### src/rtl/sfr_pkg.sv
package sfr_pkg;

    localparam int BYTE_W  = 8;
    localparam int REG_AW  = 3;
    localparam int MODEM_W = 4;
    localparam int IER_W   = 4;
    localparam int MCR_W   = 5;
    localparam int DIV_W   = 2 * BYTE_W;

    typedef enum logic [REG_AW-1:0] {
        OFS_DATA  = 3'd0,
        OFS_IEN   = 3'd1,
        OFS_IID   = 3'd2,
        OFS_LCTL  = 3'd3,
        OFS_MCTL  = 3'd4,
        OFS_LSTAT = 3'd5,
        OFS_MSTAT = 3'd6,
        OFS_SCR   = 3'd7
    } reg_ofs_e;

    localparam logic [BYTE_W-1:0] IID_NONE = 8'h01;
    localparam logic [BYTE_W-1:0] IID_THR  = 8'h02;
    localparam logic [BYTE_W-1:0] IID_RX   = 8'h04;

    localparam int LCTL_DIVSEL = 7;
    localparam int MCTL_LOOP   = 4;
    localparam int IEN_RX      = 0;
    localparam int IEN_THR     = 1;

    typedef struct packed {
        logic dcd;
        logic ri;
        logic dsr;
        logic cts;
    } modem_lines_t;

    typedef struct packed {
        logic       fifo_err;
        logic       temt;
        logic       thre;
        logic [2:0] rx_err;
        logic       overrun;
        logic       ready;
    } line_stat_t;

    function automatic logic [BYTE_W-1:0] loop_status(input logic [MCR_W-1:0] mcr);
        logic [BYTE_W-1:0] r;
        r      = '0;
        r[7:6] = mcr[3:2];
        r[5]   = mcr[0];
        r[4]   = mcr[1];
        return r;
    endfunction

    function automatic logic [BYTE_W-1:0] iid_select(input logic rx_hit, input logic thr_hit);
        if (rx_hit)       return IID_RX;
        else if (thr_hit) return IID_THR;
        else              return IID_NONE;
    endfunction

endpackage

### src/rtl/sfr_tx_slot.sv
module sfr_tx_slot
    import sfr_pkg::*;
(
    input  logic              clk,
    input  logic              rst,
    input  logic              load,
    input  logic [BYTE_W-1:0] load_data,
    input  logic              tx_ready,
    input  logic              iid_ack,
    output logic              tx_valid,
    output logic [BYTE_W-1:0] tx_data,
    output logic              thr_pend
);

    logic              busy_q;
    logic              pend_q;
    logic [BYTE_W-1:0] data_q;

    always_ff @(posedge clk) begin
        if (rst) begin
            busy_q <= 1'b0;
            pend_q <= 1'b0;
            data_q <= '0;
        end else if (busy_q) begin
            if (tx_ready) begin
                busy_q <= 1'b0;
                pend_q <= 1'b1;
            end
        end else if (load) begin
            data_q <= load_data;
            busy_q <= 1'b1;
            pend_q <= 1'b0;
        end else if (iid_ack) begin
            pend_q <= 1'b0;
        end
    end

    assign tx_valid = busy_q;
    assign tx_data  = data_q;
    assign thr_pend = pend_q;

endmodule

### src/rtl/sfr_rx_hold.sv
module sfr_rx_hold
    import sfr_pkg::*;
(
    input  logic              clk,
    input  logic              rst,
    input  logic              rx_strobe,
    input  logic [BYTE_W-1:0] rx_byte,
    input  logic              hold_rd,
    input  logic              stat_rd,
    output logic [BYTE_W-1:0] hold_data,
    output logic              ready,
    output logic              overrun
);

    logic [BYTE_W-1:0] data_q;
    logic              ready_q;
    logic              ovr_q;
    logic              ovr_set;

    assign ovr_set = rx_strobe && ready_q && !hold_rd;

    always_ff @(posedge clk) begin
        if (rst) begin
            data_q  <= '0;
            ready_q <= 1'b0;
            ovr_q   <= 1'b0;
        end else begin
            if (rx_strobe) begin
                data_q  <= rx_byte;
                ready_q <= 1'b1;
            end else if (hold_rd) begin
                ready_q <= 1'b0;
            end
            if (ovr_set)      ovr_q <= 1'b1;
            else if (stat_rd) ovr_q <= 1'b0;
        end
    end

    assign hold_data = data_q;
    assign ready     = ready_q;
    assign overrun   = ovr_q;

endmodule

### src/rtl/sfr_modem.sv
module sfr_modem
    import sfr_pkg::*;
(
    input  logic               clk,
    input  logic               rst,
    input  modem_lines_t       lines_in,
    input  logic [MCR_W-1:0]   mcr,
    input  logic               stat_rd,
    output logic [BYTE_W-1:0]  status
);

    modem_lines_t        lines_q;
    logic [MODEM_W-1:0]  delta_q;
    logic [MODEM_W-1:0]  change;

    always_comb begin
        change[0] = lines_in.cts ^ lines_q.cts;
        change[1] = lines_in.dsr ^ lines_q.dsr;
        change[2] = lines_q.ri & ~lines_in.ri;
        change[3] = lines_in.dcd ^ lines_q.dcd;
    end

    always_ff @(posedge clk) begin
        if (rst) begin
            lines_q <= '0;
            delta_q <= '0;
        end else begin
            lines_q <= lines_in;
            delta_q <= (stat_rd ? '0 : delta_q) | change;
        end
    end

    assign status = mcr[MCTL_LOOP] ? loop_status(mcr) : {lines_q, delta_q};

endmodule

### src/rtl/serial_reg_front.sv
module serial_reg_front
    import sfr_pkg::*;
#(
    parameter logic [15:0] DIV_INIT = 16'h000C
) (
    input  logic              clk,
    input  logic              rst,
    input  logic [2:0]        bus_addr,
    input  logic              bus_wr,
    input  logic              bus_rd,
    input  logic [7:0]        bus_wdata,
    output logic [7:0]        bus_rdata,
    output logic              irq,
    output logic [7:0]        tx_data,
    output logic              tx_valid,
    input  logic              tx_ready,
    input  logic [7:0]        rx_byte,
    input  logic              rx_strobe,
    input  logic [3:0]        modem_in
);

    reg_ofs_e          ofs;
    logic [BYTE_W-1:0] lcr_q;
    logic [IER_W-1:0]  ier_q;
    logic [MCR_W-1:0]  mcr_q;
    logic [BYTE_W-1:0] scr_q;
    logic [DIV_W-1:0]  div_q;
    logic              divsel;
    logic              thr_pend;
    logic              rx_dr;
    logic              rx_oe;
    logic [BYTE_W-1:0] rbr;
    logic [BYTE_W-1:0] msr_val;
    logic [BYTE_W-1:0] iid;
    line_stat_t        lsr;
    logic              thr_load;
    logic              iid_ack;
    logic              hold_rd;
    logic              lsr_rd;
    logic              msr_rd;

    assign ofs    = reg_ofs_e'(bus_addr);
    assign divsel = lcr_q[LCTL_DIVSEL];

    // access decode
    assign thr_load = bus_wr && (ofs == OFS_DATA) && !divsel;
    assign hold_rd  = bus_rd && (ofs == OFS_DATA) && !divsel;
    assign lsr_rd   = bus_rd && (ofs == OFS_LSTAT);
    assign msr_rd   = bus_rd && (ofs == OFS_MSTAT);
    assign iid_ack  = bus_rd && (ofs == OFS_IID) && (iid[2:0] == IID_THR[2:0]);

    always_ff @(posedge clk) begin
        if (rst) begin
            lcr_q <= '0;
            ier_q <= '0;
            mcr_q <= '0;
            scr_q <= '0;
            div_q <= DIV_INIT;
        end else if (bus_wr) begin
            case (ofs)
                OFS_DATA: if (divsel) div_q[BYTE_W-1:0] <= bus_wdata;
                OFS_IEN: begin
                    if (divsel) div_q[DIV_W-1:BYTE_W] <= bus_wdata;
                    else        ier_q <= bus_wdata[IER_W-1:0];
                end
                OFS_LCTL: lcr_q <= bus_wdata;
                OFS_MCTL: mcr_q <= bus_wdata[MCR_W-1:0];
                OFS_SCR:  scr_q <= bus_wdata;
                default: ;
            endcase
        end
    end

    sfr_tx_slot u_tx (
        .clk       (clk),
        .rst       (rst),
        .load      (thr_load),
        .load_data (bus_wdata),
        .tx_ready  (tx_ready),
        .iid_ack   (iid_ack),
        .tx_valid  (tx_valid),
        .tx_data   (tx_data),
        .thr_pend  (thr_pend)
    );

    sfr_rx_hold u_rx (
        .clk       (clk),
        .rst       (rst),
        .rx_strobe (rx_strobe),
        .rx_byte   (rx_byte),
        .hold_rd   (hold_rd),
        .stat_rd   (lsr_rd),
        .hold_data (rbr),
        .ready     (rx_dr),
        .overrun   (rx_oe)
    );

    sfr_modem u_modem (
        .clk      (clk),
        .rst      (rst),
        .lines_in (modem_lines_t'(modem_in)),
        .mcr      (mcr_q),
        .stat_rd  (msr_rd),
        .status   (msr_val)
    );

    always_comb begin
        lsr          = '0;
        lsr.ready    = rx_dr;
        lsr.overrun  = rx_oe;
        lsr.thre     = !tx_valid;
        lsr.temt     = !tx_valid;
    end

    assign iid = iid_select(rx_dr && ier_q[IEN_RX], thr_pend && ier_q[IEN_THR]);
    assign irq = !iid[0];

    always_comb begin
        case (ofs)
            OFS_DATA:  bus_rdata = divsel ? div_q[BYTE_W-1:0] : rbr;
            OFS_IEN:   bus_rdata = divsel ? div_q[DIV_W-1:BYTE_W]
                                          : {{(BYTE_W-IER_W){1'b0}}, ier_q};
            OFS_IID:   bus_rdata = iid;
            OFS_LCTL:  bus_rdata = lcr_q;
            OFS_MCTL:  bus_rdata = {{(BYTE_W-MCR_W){1'b0}}, mcr_q};
            OFS_LSTAT: bus_rdata = lsr;
            OFS_MSTAT: bus_rdata = msr_val;
            default:   bus_rdata = scr_q;
        endcase
    end

endmodule

### config.mk
export PLATFORM = sky130hd
export DESIGN_NAME = serial_reg_front
export DESIGN_NICKNAME = d
export VERILOG_FILES = /design/src/rtl/sfr_pkg.sv /design/src/rtl/sfr_tx_slot.sv /design/src/rtl/sfr_rx_hold.sv /design/src/rtl/sfr_modem.sv /design/src/rtl/serial_reg_front.sv
export SDC_FILE = /design/constraint.sdc
export NUM_CORES = 1
export LEC_CHECK = 0
export BUFFER_PORTS_ARGS = -buffer_cell sky130_fd_sc_hd__buf_2
export CORE_ASPECT_RATIO = 1.5
export CORE_MARGIN = 3
export CORE_UTILIZATION = 40
export CTS_CLUSTER_DIAMETER = 100
export CTS_CLUSTER_SIZE = 16
export DETAILED_ROUTE_END_ITERATION = 10
export MAX_ROUTING_LAYER = met4
export PLACE_DENSITY = 0.66
export SETUP_SLACK_MARGIN = 0.5
export SYNTH_ARGS = -nofsm -noshare
export SYNTH_HDL_FRONTEND = slang
export SYNTH_SLANG_ARGS = --single-unit
export TNS_END_PERCENT = 1
### constraint.sdc
create_clock -name clk -period 1.45 [get_ports clk]
set_input_delay 0.145 -clock clk [delete_from_list [all_inputs] [get_ports clk]]
set_output_delay 0.145 -clock clk [all_outputs]
set_load 0.005 [all_outputs]
==> key figures <==
Yosys
  – Synth Flop Type: dfxtp_1
  – Combinational family with the most area after synthesis: simple AND/OR/NAND/NOR gates
  – Synth warn: 0
  – Fraction of registers with async set/reset: 0
  – Post-synth EDFFs: 0
  – Mapped Nets: slightly below 400
  – Synth Area in Compound Gates: 0.1244
  – Post-synthesis cell type count: 43
  – Mapped Cells: between 300 and 400
  – Synth Cell Area: 0.003199 sq mm
  – Post-synthesis xor/xnor area fraction: 0.008213
  – Yosys reg bits: 69
  – Mux contribution to synthesized area: 0.1748
  – Seq/Total Area, Yosys: 0.4318
  – Post-synthesis simple-gate area fraction: 0.2069
  – Syn_area_per_cell: 8.741 sq um
  – Synthesized-area fraction occupied by adder cells: 0

Place
  – HPWL after DPL: just over 6000 microns
  – DP Worst Slack: -0.2677 ns
  – GPL Wtd Cong: slightly below 0.9
  – Post-DP Area: ~0.0037 sq mm
  – Placed cell count: between 500 and 600
  – Buffers on Ports: 46

Clocking
  – CTS tree: yes
  – CTS H-tree depth: 3
  – Number of clock sinks: 69
  – Clock transition at path regs: 0.05 ns
  – Root Driver: clkbuf_16
  – Post-cts hold buffer count: 0
  – Clk Latency, worst-skew pair: between 0.3 and 0.4 ns
  – Longest Clk Path Bufs: 2
  – Num CTS Buffers: 9

Status
  – Failing checks: setup timing
  – Outcome: complete, but fails checks

Routing
  – Vias: between 2000 and 3000
  – Via density: 5.271
  – Final wirelength: 8770 microns
  – # DRC: 0
  – Drt wl/cell: 16.06 microns
  – DRT iter0 DRCs: 243
  – Pre-antenna DRT Iters: 4
  – Post-DRT Antenna Nets: 0

STA
  – RSZ-0062 raised after global routing: true
  – Period utilisation layout: 1.215
  – PnR worst setup slack: -0.3115 ns
  – Setup Skew: 0.004476 ns
  – Headroom to the max-slew limit: 0.7898
  – WHS: 0.03920 ns
  – Setup violators final: 8
  – Peak Freq: about 570 MHz
  – Slew Limit Fails: 0
  – Minimum period implied by the final worst setup slack: 1.761 ns
  – Worst-Margin Slew: roughly 0.32 ns
  – Setup TNS Final: -2.280 ns
  – Final hold vios: 0

Finish
  – Most common cell after layout, fill and taps aside: dfxtp_1
  – Util after Layout: 0.5427
  – Final instance area: 0.004184 sq mm
  – Final std cells w/o fill: 546
  – Layout cells sized above 1: 0.3131
  – FF/Latch Area: about 0.0014 sq mm
  – Syn-to-layout area delta: 30.78%
  – # diodes: 0
  – Fill cells: 719
  – Most frequent cells in the layout: dfxtp_1 (64), nor2_1 (52), nand2_1 (48), mux2i_1 (48), buf_2 (43)
  – Final Net Count: 468
  – Multi-input gate area: 0.001712 sq mm

Floorplan
  – Die height: 115.5 microns
  – Horiz. Die Dim: 79.02 microns
  – Row cnt: 39
  – Number of top-level pins: 47
  – Core Region: 0.007710 sq mm
  – Effective utilization at floorplan: 0.4150
  – Die area: a little over 0.009 sq mm

GRT
  – First-pass GRT wire length: 13950 microns
  – Largest net degree at the start of global routing: 70
  – Total track usage: 0.2063
  – Initial antenna violation count: 0
  – Vias in the first global route: 2782
  – Gr ovfl total: 0

Setup path
  – Critical Path Slowest Stage Cell: dfxtp_4
  – Crit path cell chain: buf_6 -> buf_6 -> mux2i_1 -> o22ai_1 -> a22oi_1 -> a31oi_1 -> buf_2
  – Setup CP Type: reg -> out
  – Startpoint Class: register
  – Cell repeated most along the worst path: buf_6
  – Crit-path max cell delay: 0.39 ns
  – CP required: approximately 1.3 ns
  – Worst setup EP type: primary output
  – CP max FO: 5
  – Critical Path AT: 1.62 ns

Pwr
  – Power density over the cells: roughly 1100 mW/mm^2
  – Overall power: 4.622 mW
  – Leakage: 1.857 nW
  – Peak VDD IR: 0.8182 mV

Run
  – Maxcap violations: 0

Hold path
  – Worst hold path type: in -> reg
## what timing repair did
| item | 4_1_cts | 5_1_grt |
|---|---|---|
| buffers inserted | 5 | 0 |
| resized for setup | 32 | 11 |
| pin swaps | 9 | 14 |
| setup endpoints to repair | 67 | 65 |
## cell type report
| type | count | area share |
|---|---|---|
| flip-flops and latches | 69 | 0.3328 |
| clock buffers | 12 | 0.05891 |
| repair buffers | 89 | 0.1528 |
| well taps | 102 | 0.03050 |
| inverters | 5 | 0.004486 |
| clock inverters | 4 | 0.01136 |
| multi-input cells | 265 | 0.4091 |
## synth_stat cells, types with 2 or more instances
cell type   n  area [sq um]
nor2b_1     8         50.05
nand3_1     5         25.02
inv_1       4         15.01
nor2_1     52         195.2
and3_1      4         25.02
buf_4       5         37.54
xor2_1      3         26.28
o211ai_1    5         37.54
a221oi_1    3         26.28
buf_2       9         45.04
nand2b_1    5         31.28
a31oi_1     5         31.28
nor3_1      2         10.01
buf_6       3         33.78
mux2_2      7         78.83
a21oi_1    31         155.2
nor2_2      2         12.51
mux2i_1    48         480.5
nand3b_1    3         22.52
a211o_1     3         26.28
clkbuf_1    9         33.78
a22oi_1     4         30.03
o21ai_1     3         15.01
o21ai_0     6         30.03
nand2_1    51         191.4
dfxtp_1    69          1381
## cells by family (layout without fill, tap and decap cells)
logic type | Yosys count | count (layout)
AO/OA/AOI/OAI | 65 | 65
XOR/XNOR | 3 | 3
buffers and inverters | 32 | 110
flip-flops | 69 | 69
multiplexers | 55 | 55
AND/OR/NAND/NOR | 142 | 142
## layer usage
metal / vias up / global-route usage / wire (microns)
li1: 1411 / - / -
met1: 1368 / 0.2400 / 3607
met2: 81 / 0.3420 / 4491
met3: 18 / 0.04355 / 419
met4: 0 / 0.09060 / 251
met5: - / - / 0
## worst max-delay path: cells and delay by family (launching register included)
kind | cells | cell delay [ns]
flops | 1 | 0.39
compound gates | 3 | 0.38
buf+inv | 3 | 0.34
mux | 1 | 0.17
## path summary, 6_finish.rpt
check,depth (start not counted),slack (ns),startpoint,to
min reg2reg,2,0.45,lcr_q[4]$_SDFFE_PP0P_,lcr_q[4]$_SDFFE_PP0P_
min,2,0.04,modem_in[2],u_modem.lines_q[2]$_SDFF_PP0_
max reg2reg,6,0.07,lcr_q[7]$_SDFFE_PP0P_,u_tx.tx_data[5]$_SDFFE_PP0P_
max,7,-0.31,lcr_q[7]$_SDFFE_PP0P_,bus_rdata[2]
## flip-flops by register name, indices dropped and copies added (netlist names)
signal and cells:
ier_q 4, u_rx.hold_data 8, mcr_q 5, u_tx.tx_data 8, u_modem.delta_q 4, scr_q 8, u_rx.overrun 1, u_rx.ready 1
u_tx.tx_valid 1, u_modem.lines_q 4, div_q 16, u_tx.thr_pend 1, lcr_q 8
## report_power, final
group	total, mW	switching (mW)	internal [mW]
Combinational	0.483	0.261	0.221
Sequential	1.99	0.0364	1.95
Clock	2.15	0.782	1.37
(Power assumes the default switching activity.)
